### config.mk
export PLATFORM = sky130hd
export DESIGN_NAME = tt_alu
export DESIGN_NICKNAME = d
export VERILOG_FILES = /design/src/rtl/tt_alu_pkg.sv /design/src/rtl/tt_alu_operands.sv /design/src/rtl/tt_alu_addsub.sv /design/src/rtl/tt_alu_shift.sv /design/src/rtl/tt_alu_muldiv.sv /design/src/rtl/tt_alu.sv
export SDC_FILE = /design/constraint.sdc
export NUM_CORES = 1
export LEC_CHECK = 0
export CORE_ASPECT_RATIO = 0.6
export CORE_UTILIZATION = 40
export CTS_CLUSTER_SIZE = 12
export DETAILED_ROUTE_END_ITERATION = 8
export MAX_ROUTING_LAYER = met4
export PLACE_DENSITY_LB_ADDON = 0.08
export SKIP_LAST_GASP = 1
export SLEW_MARGIN = 20
export SYNTH_ARGS = -nofsm -noshare
export SYNTH_HDL_FRONTEND = slang
export SYNTH_SLANG_ARGS = --single-unit
### constraint.sdc
create_clock -name clk -period 16.85 [get_ports clk]
set_input_delay 2.5275 -clock clk [delete_from_list [all_inputs] [get_ports clk]]
set_output_delay 2.5275 -clock clk [all_outputs]
set_load 0.05 [all_outputs]
### src/rtl/tt_alu_pkg.sv
package tt_alu_pkg;
  localparam int SRC_W = 5;

  typedef enum logic [SRC_W-1:0] {
    SRC_OPA    = 5'd0,
    SRC_OPB    = 5'd1,
    SRC_ADD    = 5'd2,
    SRC_ADC    = 5'd3,
    SRC_CARRY  = 5'd4,
    SRC_SUB    = 5'd5,
    SRC_SBC    = 5'd6,
    SRC_BORROW = 5'd7,
    SRC_AND    = 5'd8,
    SRC_OR     = 5'd9,
    SRC_XOR    = 5'd10,
    SRC_SLL    = 5'd11,
    SRC_SRL    = 5'd12,
    SRC_LREM   = 5'd13,
    SRC_RREM   = 5'd14,
    SRC_EQ     = 5'd15,
    SRC_NE     = 5'd16,
    SRC_LT     = 5'd17,
    SRC_GT     = 5'd18,
    SRC_LE     = 5'd19,
    SRC_GE     = 5'd20,
    SRC_MULLO  = 5'd21,
    SRC_MULHI  = 5'd22,
    SRC_DIV    = 5'd23,
    SRC_MOD    = 5'd24
  } src_e;

  typedef struct packed {
    logic eq;
    logic ne;
    logic lt;
    logic gt;
    logic le;
    logic ge;
  } cmp_t;
endpackage

### src/rtl/tt_alu_operands.sv
module tt_alu_operands #(
  parameter int W = 8
) (
  input  logic         clk,
  input  logic         rst,
  input  logic         wr_en,
  input  logic         wr_sel,
  input  logic [W-1:0] wr_data,
  output logic [W-1:0] opa,
  output logic [W-1:0] opb
);
  always_ff @(posedge clk) begin
    if (rst) begin
      opa <= '0;
      opb <= '0;
    end else if (wr_en) begin
      if (wr_sel) opb <= wr_data;
      else        opa <= wr_data;
    end
  end
endmodule

### src/rtl/tt_alu_addsub.sv
module tt_alu_addsub #(
  parameter int W = 8
) (
  input  logic         [W-1:0] opa,
  input  logic         [W-1:0] opb,
  input  logic                 cin,
  input  logic                 bin,
  output logic         [W-1:0] add_sum,
  output logic                 add_cout,
  output logic         [W-1:0] adc_sum,
  output logic                 adc_cout,
  output logic         [W-1:0] sub_diff,
  output logic                 sub_bout,
  output logic         [W-1:0] sbc_diff,
  output logic                 sbc_bout,
  output tt_alu_pkg::cmp_t     cmp
);
  logic [W:0] add_w, adc_w, sub_w, sbc_w;

  always_comb begin
    add_w = {1'b0, opa} + {1'b0, opb};
    adc_w = {1'b0, opa} + {1'b0, opb} + {{W{1'b0}}, cin};
    sub_w = {1'b0, opa} - {1'b0, opb};
    sbc_w = {1'b0, opa} - {1'b0, opb} - {{W{1'b0}}, bin};
    add_sum  = add_w[W-1:0];
    add_cout = add_w[W];
    adc_sum  = adc_w[W-1:0];
    adc_cout = adc_w[W];
    sub_diff = sub_w[W-1:0];
    sub_bout = sub_w[W];
    sbc_diff = sbc_w[W-1:0];
    sbc_bout = sbc_w[W];
    cmp.eq = (opa == opb);
    cmp.ne = !cmp.eq;
    cmp.lt = sub_bout;
    cmp.ge = !sub_bout;
    cmp.gt = !sub_bout && !cmp.eq;
    cmp.le = sub_bout || cmp.eq;
  end
endmodule

### src/rtl/tt_alu_shift.sv
module tt_alu_shift #(
  parameter int W   = 8,
  parameter int SHW = $clog2(W)
) (
  input  logic [W-1:0]   opa,
  input  logic [SHW-1:0] amt,
  output logic [W-1:0]   sll_out,
  output logic [W-1:0]   sll_rem,
  output logic [W-1:0]   srl_out,
  output logic [W-1:0]   srl_rem
);
  logic [2*W-1:0] lwide, rwide;

  always_comb begin
    lwide   = {{W{1'b0}}, opa} << amt;
    rwide   = {opa, {W{1'b0}}} >> amt;
    sll_out = lwide[W-1:0];
    sll_rem = lwide[2*W-1:W];
    srl_out = rwide[2*W-1:W];
    srl_rem = rwide[W-1:0];
  end
endmodule

### src/rtl/tt_alu_muldiv.sv
module tt_alu_muldiv #(
  parameter int W = 8
) (
  input  logic [W-1:0] opa,
  input  logic [W-1:0] opb,
  output logic [W-1:0] mul_lo,
  output logic [W-1:0] mul_hi,
  output logic [W-1:0] quo,
  output logic [W-1:0] rem
);
  logic [2*W-1:0] prod;

  always_comb begin
    prod   = {{W{1'b0}}, opa} * {{W{1'b0}}, opb};
    mul_lo = prod[W-1:0];
    mul_hi = prod[2*W-1:W];
    if (opb == '0) begin
      quo = '1;
      rem = opa;
    end else begin
      quo = opa / opb;
      rem = opa % opb;
    end
  end
endmodule

### src/rtl/tt_alu.sv
module tt_alu #(
  parameter int W = 8
) (
  input  logic                         clk,
  input  logic                         rst,
  input  logic                         wr_en,
  input  logic                         wr_sel,
  input  logic [W-1:0]                 wr_data,
  input  logic                         rd_en,
  input  logic [tt_alu_pkg::SRC_W-1:0] rd_sel,
  output logic [W-1:0]                 rd_data
);
  import tt_alu_pkg::*;

  localparam int SHW = $clog2(W);

  logic [W-1:0] opa, opb;
  logic         carry_q, borrow_q;
  logic [W-1:0] lrem_q, rrem_q;

  logic [W-1:0] add_sum, adc_sum, sub_diff, sbc_diff;
  logic         add_cout, adc_cout, sub_bout, sbc_bout;
  cmp_t         cmp;
  logic [W-1:0] sll_out, sll_rem, srl_out, srl_rem;
  logic [W-1:0] mul_lo, mul_hi, quo, rem;
  logic [W-1:0] res;
  src_e         sel;

  tt_alu_operands #(.W(W)) u_ops (
    .clk(clk), .rst(rst), .wr_en(wr_en), .wr_sel(wr_sel),
    .wr_data(wr_data), .opa(opa), .opb(opb)
  );

  tt_alu_addsub #(.W(W)) u_addsub (
    .opa(opa), .opb(opb), .cin(carry_q), .bin(borrow_q),
    .add_sum(add_sum), .add_cout(add_cout),
    .adc_sum(adc_sum), .adc_cout(adc_cout),
    .sub_diff(sub_diff), .sub_bout(sub_bout),
    .sbc_diff(sbc_diff), .sbc_bout(sbc_bout),
    .cmp(cmp)
  );

  tt_alu_shift #(.W(W), .SHW(SHW)) u_shift (
    .opa(opa), .amt(opb[SHW-1:0]),
    .sll_out(sll_out), .sll_rem(sll_rem),
    .srl_out(srl_out), .srl_rem(srl_rem)
  );

  tt_alu_muldiv #(.W(W)) u_muldiv (
    .opa(opa), .opb(opb),
    .mul_lo(mul_lo), .mul_hi(mul_hi), .quo(quo), .rem(rem)
  );

  function automatic logic [W-1:0] bit2w(input logic b);
    return {{(W-1){1'b0}}, b};
  endfunction

  always_comb begin
    sel = src_e'(rd_sel);
    unique case (sel)
      SRC_OPA:    res = opa;
      SRC_OPB:    res = opb;
      SRC_ADD:    res = add_sum;
      SRC_ADC:    res = adc_sum;
      SRC_CARRY:  res = bit2w(carry_q);
      SRC_SUB:    res = sub_diff;
      SRC_SBC:    res = sbc_diff;
      SRC_BORROW: res = bit2w(borrow_q);
      SRC_AND:    res = opa & opb;
      SRC_OR:     res = opa | opb;
      SRC_XOR:    res = opa ^ opb;
      SRC_SLL:    res = sll_out;
      SRC_SRL:    res = srl_out;
      SRC_LREM:   res = lrem_q;
      SRC_RREM:   res = rrem_q;
      SRC_EQ:     res = bit2w(cmp.eq);
      SRC_NE:     res = bit2w(cmp.ne);
      SRC_LT:     res = bit2w(cmp.lt);
      SRC_GT:     res = bit2w(cmp.gt);
      SRC_LE:     res = bit2w(cmp.le);
      SRC_GE:     res = bit2w(cmp.ge);
      SRC_MULLO:  res = mul_lo;
      SRC_MULHI:  res = mul_hi;
      SRC_DIV:    res = quo;
      SRC_MOD:    res = rem;
      default:    res = '0;
    endcase
  end

  always_ff @(posedge clk) begin
    if (rst) begin
      rd_data  <= '0;
      carry_q  <= 1'b0;
      borrow_q <= 1'b0;
      lrem_q   <= '0;
      rrem_q   <= '0;
    end else if (rd_en) begin
      rd_data <= res;
      case (sel)
        SRC_ADD: carry_q  <= add_cout;
        SRC_ADC: carry_q  <= adc_cout;
        SRC_SUB: borrow_q <= sub_bout;
        SRC_SBC: borrow_q <= sbc_bout;
        SRC_SLL: lrem_q   <= sll_rem;
        SRC_SRL: rrem_q   <= srl_rem;
        default: ;
      endcase
    end
  end
endmodule

# ---- Yosys cells after proc, flatten, opt, wreduce, memory -nomap -nowiden
# Index checks and enable logic that the tools add are counted.
dict set report op_classes {
  n_eq_ne 25
  add_sub_neg 4
  n_mul 1
  shifts 2
  n_mux 5
  n_div 2
  n_reduce_logical 14
  bitwise_logic 4
}
# operator n
set ops {}
lappend ops {{$pmux W8 S25} 1}
lappend ops {{$eq A5 B5 Y1 const B} 9}
lappend ops {{$eq A5 B4 Y1 const B} 8}
lappend ops {{$eq A5 B3 Y1 const B} 4}
lappend ops {{$mul A8 B8 Y16} 1}
lappend ops {{$mux W8} 2}
lappend ops {{$shl A8 B3 Y16} 1}
lappend ops {{$shr A16 B3 Y16} 1}
lappend ops {{$reduce_and A2 Y1} 6}
lappend ops {{$eq A5 B2 Y1 const B} 2}
lappend ops {{$add A8 B8 Y9} 1}
lappend ops {{$add A9 B1 Y9} 1}
lappend ops {{$sub A8 B8 Y9} 1}
lappend ops {{$sub A9 B1 Y9} 1}
lappend ops {{$and A8 B8 Y8} 1}
lappend ops {{$div A8 B8 Y8} 1}
lappend ops {{$eq A8 B8 Y1} 1}
lappend ops {{$logic_not A8 Y1} 1}
lappend ops {{$mod A8 B8 Y8} 1}
lappend ops {{$or A8 B8 Y8} 1}
lappend ops {{$xor A8 B8 Y8} 1}
lappend ops {{$eq A5 B1 Y1 const B} 1}
lappend ops {{$logic_not A5 Y1} 1}
lappend ops {{$pmux W1 S2} 2}
lappend ops {{other kinds (5)} 7}
dict set report totals {
  input_bits 18
  output_inout_bits 8
  word_cells 64
  regBits 42
}

# ---- Depth between registers and ports, before layout
dict set report logic_depth {
  word_depth 4
  ltp_mapped 51
  mapped_depth_nobuf 49
}

# ---- Cells and area by module
# From an unflattened synthesis, not the netlist that was laid out.
dict set report unflattened {
  cells_unflattened 1174
  area_unflattened_um2 9208.8
}
# mod n_inst seq_area_each_um2 area_each_um2 cells_per_inst
set by_module_without_submodules {}
lappend by_module_without_submodules {tt_alu_muldiv 1 0.0 4145.2 532}
lappend by_module_without_submodules {tt_alu 1 520.5 2616.3 333}
lappend by_module_without_submodules {tt_alu_addsub 1 0.0 1099.8 153}
lappend by_module_without_submodules {tt_alu_operands 1 320.3 674.4 64}
lappend by_module_without_submodules {tt_alu_shift 1 0.0 673.1 92}

# ---- Least setup slack after synthesis
# Ideal clock, no wire load.
dict set report synth_timing {
  path_type {reg2reg}
  from {reg u_ops.opb[0]}
  to {reg rd_data[6]}
  required_time_ns 16.717
  setup_time_ns 0.133
  arrival_time_ns 12.171
  path_buffers 2
  setup_slack_ns 4.546
  stages_incl_launch_ff 48
  period_less_slack_ns 12.304
  cell_sequence {dfxtp_1 > clkbuf_1 > inv_1 > clkbuf_1 > ha_1 > a31oi_1 > a31oi_1 > ha_1 > o21a_1 > o211ai_1 > o31ai_1 > ha_1 > a21oi_1 > a2111oi_4 > or3b_2 > o21ai_0 > ha_1 > a21oi_1 > [12 not listed] > o21ai_1 > mux2_2 > ha_1 > nor3_1 > a211oi_1 > a31oi_1 > o22ai_2 > mux2_2 > ha_1 > a211oi_1 > nor2_1 > a21oi_1 > o21a_1 > nor2_1 > a22o_1 > a31o_2 > a21oi_1 > o211ai_1}
}
dict set report synth_between {
  elab_chain_len 3
  elab_cells_between_ends 13
  classes_between {4 x add/sub; 1 x mul; 2 x div; 2 x shift; 3 x mux; 1 x reduce/logical}
}
# item line
set synth_lines {}
lappend synth_lines {{start, declared} tt_alu_operands.sv:10} ;# output logic [W-1:0] opb
lappend synth_lines {{start signal, assigned} tt_alu_operands.sv:17} ;# if (wr_sel) opb <= wr_data;
lappend synth_lines {{$mod A8 B8 Y8, or another cell as far along} tt_alu_muldiv.sv:22} ;# rem = opa % opb;
lappend synth_lines {{$mux W8, or another cell as far along} tt_alu_muldiv.sv:17} ;# if (opb == '0) begin
lappend synth_lines {{$pmux W8 S25 (*)} tt_alu.sv:60} ;# unique case (sel)
lappend synth_lines {{end signal, assigned} tt_alu.sv:98} ;# rd_data <= res;
lappend synth_lines {{end, declared} tt_alu.sv:11} ;# output logic [W-1:0] rd_data
# Every way passes the cells marked *; elsewhere a longest branch is shown, timed or not.
# A chain may end at the register's enable or synchronous reset.

# ---- Final worst setup path
dict set report layout_timing {
  from {reg u_ops.opb[0]}
  to {reg rd_data[7]}
}
# Same word-level chain as after synthesis.

==> key figures <==
Run status
  – Status: finished clean

Setup path
  – WP data required: 17.07 ns
  – Critical path arrival: 14.01 ns
  – Most used cell, CP: ha_1
  – Worst setup SP type: register
  – CP peak stage delay: 0.60 ns
  – Element type at the critical path end: register
  – Worst path slowest cell: a2bb2oi_1
  – Crit path max fanout: 28
  – Crit Path Class: register to register

Global route
  – Initial antenna violation count: 0
  – Vias in the first global route: 7315
  – Largest net degree at the start of global routing: 42
  – Total grt overflow: 0
  – Total GRT Usage: 0.309
  – First-pass GRT wire length: 44800 µm

Synth
  – Yosys reg bits: 40
  – Ys flop type: dfxtp_1
  – Synth Area per Inst: 7.54 µm²
  – EDFF count, synth: 0
  – Synthesized Nets: 1199
  – Yosys Warn Count: 0
  – Syn Std Cell Area: 7830 µm²
  – Asr flop ratio synth: 0
  – Area contributors post-synth: ha_1 17%, dfxtp_1 10%, fa_1 10%
  – Synth top area share: 0.166
  – Post-synth top area cell: ha_1
  – Synth Instances: 1038
  – Sequential share of the synthesized area: 0.102
  – Synth cell types: 75

Die
  – Die area: 20100 µm²
  – # IOs: 26
  – Die height: 110 µm
  – Rows: 39
  – Starting Density: 0.410
  – Die X: 183 µm
  – Core area: 19100 µm²

Timing
  – Final setup TNS: 0 ns
  – Final WS setup: 3.06 ns
  – Worst Max-Slew Pin Slew: 1.07 ns
  – Setup-failing EPs final: 0
  – WHS: 0.466 ns
  – Final hold viol count: 0
  – RSZ-0062 raised after global routing: no
  – Layout Skew: 0.00994 ns
  – Final slew viol count: 0
  – Period utilisation layout: 0.819
  – Fmax: 72.5 MHz
  – Slew Limit Headroom: 0.278
  – Tmin final: 13.79 ns

Clock network
  – Clk buf depth: 2
  – Worst-Skew Late Latency: 0.30 ns
  – Clock-pin slew on the worst setup and hold paths: 0.07 ns
  – Post_cts resized: 0
  – Post-CTS Setup Bufs: 0
  – CTS tree: yes
  – Clock root buffer: clkbuf_16
  – Hold buffers post-CTS: 0
  – CTS Buf Count: 5
  – H-tree depth: 2
  – Clock sink total: 40

Cells and area
  – Synthesis-to-layout area growth: 8.86%
  – Reg area: 801 µm²
  – Area used by multi-input combinational logic: 6470 µm²
  – Ant. Diodes: 0
  – Fin util: 0.446
  – Share of cells above drive strength 1: 0.0607
  – Fill cells: 1970
  – Nets: 1198

Place
  – DP Worst Slack: 3.36 ns
  – Routability cong.: 1.00
  – DP Wirelength: 22600 µm
  – Port-buffer cells: 25

Drt
  – Via count of the routed design: 7771
  – Average wire per standard cell: 22.4 µm
  – Initial DRC count: 929
  – ANT nets after route: 0
  – DR pass1 iterations: 6
  – Drt drc: 0
  – Routed WL: 29200 µm
  – DR vias/cell: 5.96

Pwr
  – Pwr Total: 1.63 mW
  – PD cells: 192 nW/µm²
  – Leakage: 3.51 nW
  – Peak VDD IR: 284 µV

Job
  – Number of max-cap violations: 0

Hold path
  – Worst Hold Class: register to register
-- layer usage --
layer	track usage	wire length [µm]
met2	0.414	10900
met3	0.101	3600
met4	0.0612	579
met5	-	0
met1	0.441	14100
-- where the power goes --
part	switching [mW]	internal, mW
combinational	0.806	0.611
clock	0.0446	0.0699
sequential	0.00354	0.0979
total	0.854	0.779
-- logic make-up (layout without fill, tap and decap cells) --
family                     Yosys count  count (layout)  share of synthesized area
DFF                                 40              40                      0.102
AOI/OAI and AO/OA                  249             249                      0.218
buffers and inverters              145             145                     0.0715
adders and majority gates          143             143                      0.266
and+or+nand+nor                    372             372                      0.223
muxes                               38              38                     0.0624
xor gates and xnor gates            51              51                     0.0571
-- metrics by stage --
stage	area [µm²]	std cells
floorplan	7830	1038
global placement	8350	1296
detailed placement	8350	1296
CTS	8520	1304
global route	8520	1304
finish	8520	1304
-- worst paths after layout --
check	from	endpoint	slack [ns]	depth (start not counted)
setup / recovery	u_ops.opb[0]$_SDFFE_PP0P_	rd_data[7]$_SDFFE_PP0P_	3.06	46
hold / removal	lrem_q[3]$_SDFFE_PP0P_	lrem_q[3]$_SDFFE_PP0P_	0.47	2
setup reg to reg	u_ops.opb[0]$_SDFFE_PP0P_	rd_data[7]$_SDFFE_PP0P_	3.06	46
hold reg to reg	lrem_q[3]$_SDFFE_PP0P_	lrem_q[3]$_SDFFE_PP0P_	0.47	2
-- worst max-delay path: cells and delay by family (launching register included) --
family / cells / cell delay (ns)
compound gates: 26 / 6.96
xor+xnor: 1 / 0.16
mux: 4 / 1.69
fa+ha+maj: 8 / 2.39
flops: 1 / 0.29
simple gates: 5 / 1.38
buf+inv: 2 / 0.79
-- synth_stat cells, types with 8 or more instances --
| cell type | count |
|---|---|
| mux2i_1 | 18 |
| inv_1 | 88 |
| xor2_1 | 16 |
| o21a_1 | 12 |
| nand2_1 | 107 |
| a221oi_1 | 12 |
| nor4_1 | 8 |
| dfxtp_1 | 40 |
| o21ai_0 | 41 |
| nor2_1 | 110 |
| nand2b_1 | 12 |
| ha_1 | 104 |
| a21o_1 | 11 |
| a21oi_1 | 61 |
| nor3_1 | 35 |
| nor2b_1 | 10 |
| a31oi_1 | 8 |
| clkbuf_1 | 47 |
| o211ai_1 | 8 |
| or3_1 | 12 |
| fa_1 | 39 |
| mux2_2 | 10 |
| xnor2_1 | 35 |
| nand3_1 | 31 |
| a22oi_1 | 11 |
| nand4_1 | 11 |
| a211oi_1 | 18 |
-- layout make-up --
type | instances | area share
well taps | 266 | 0.0391
repair buffers | 46 | 0.0479
clock buffers | 6 | 0.0151
flip-flops and latches | 40 | 0.0940
inverters | 91 | 0.0401
clock inverters | 2 | 0.00411
multi-input cells | 853 | 0.760
-- cell usage in the layout, fill, tap and decap left out, types with 31 or more instances in the layout --
master,n
o21ai_0,41
dfxtp_1,40
ha_1,104
nor2_1,110
xnor2_1,35
inv_1,88
nand2_1,107
a21oi_1,61
nand3_1,31
fa_1,39
nor3_1,35
-- state kept, by name, indices dropped and copies added, names as in the netlist --
register / flops
u_ops.opa: 8
borrow_q: 1
u_ops.opb: 8
rrem_q: 7
rd_data: 8
carry_q: 1
lrem_q: 7
Power figures use the tool's default switching activity.
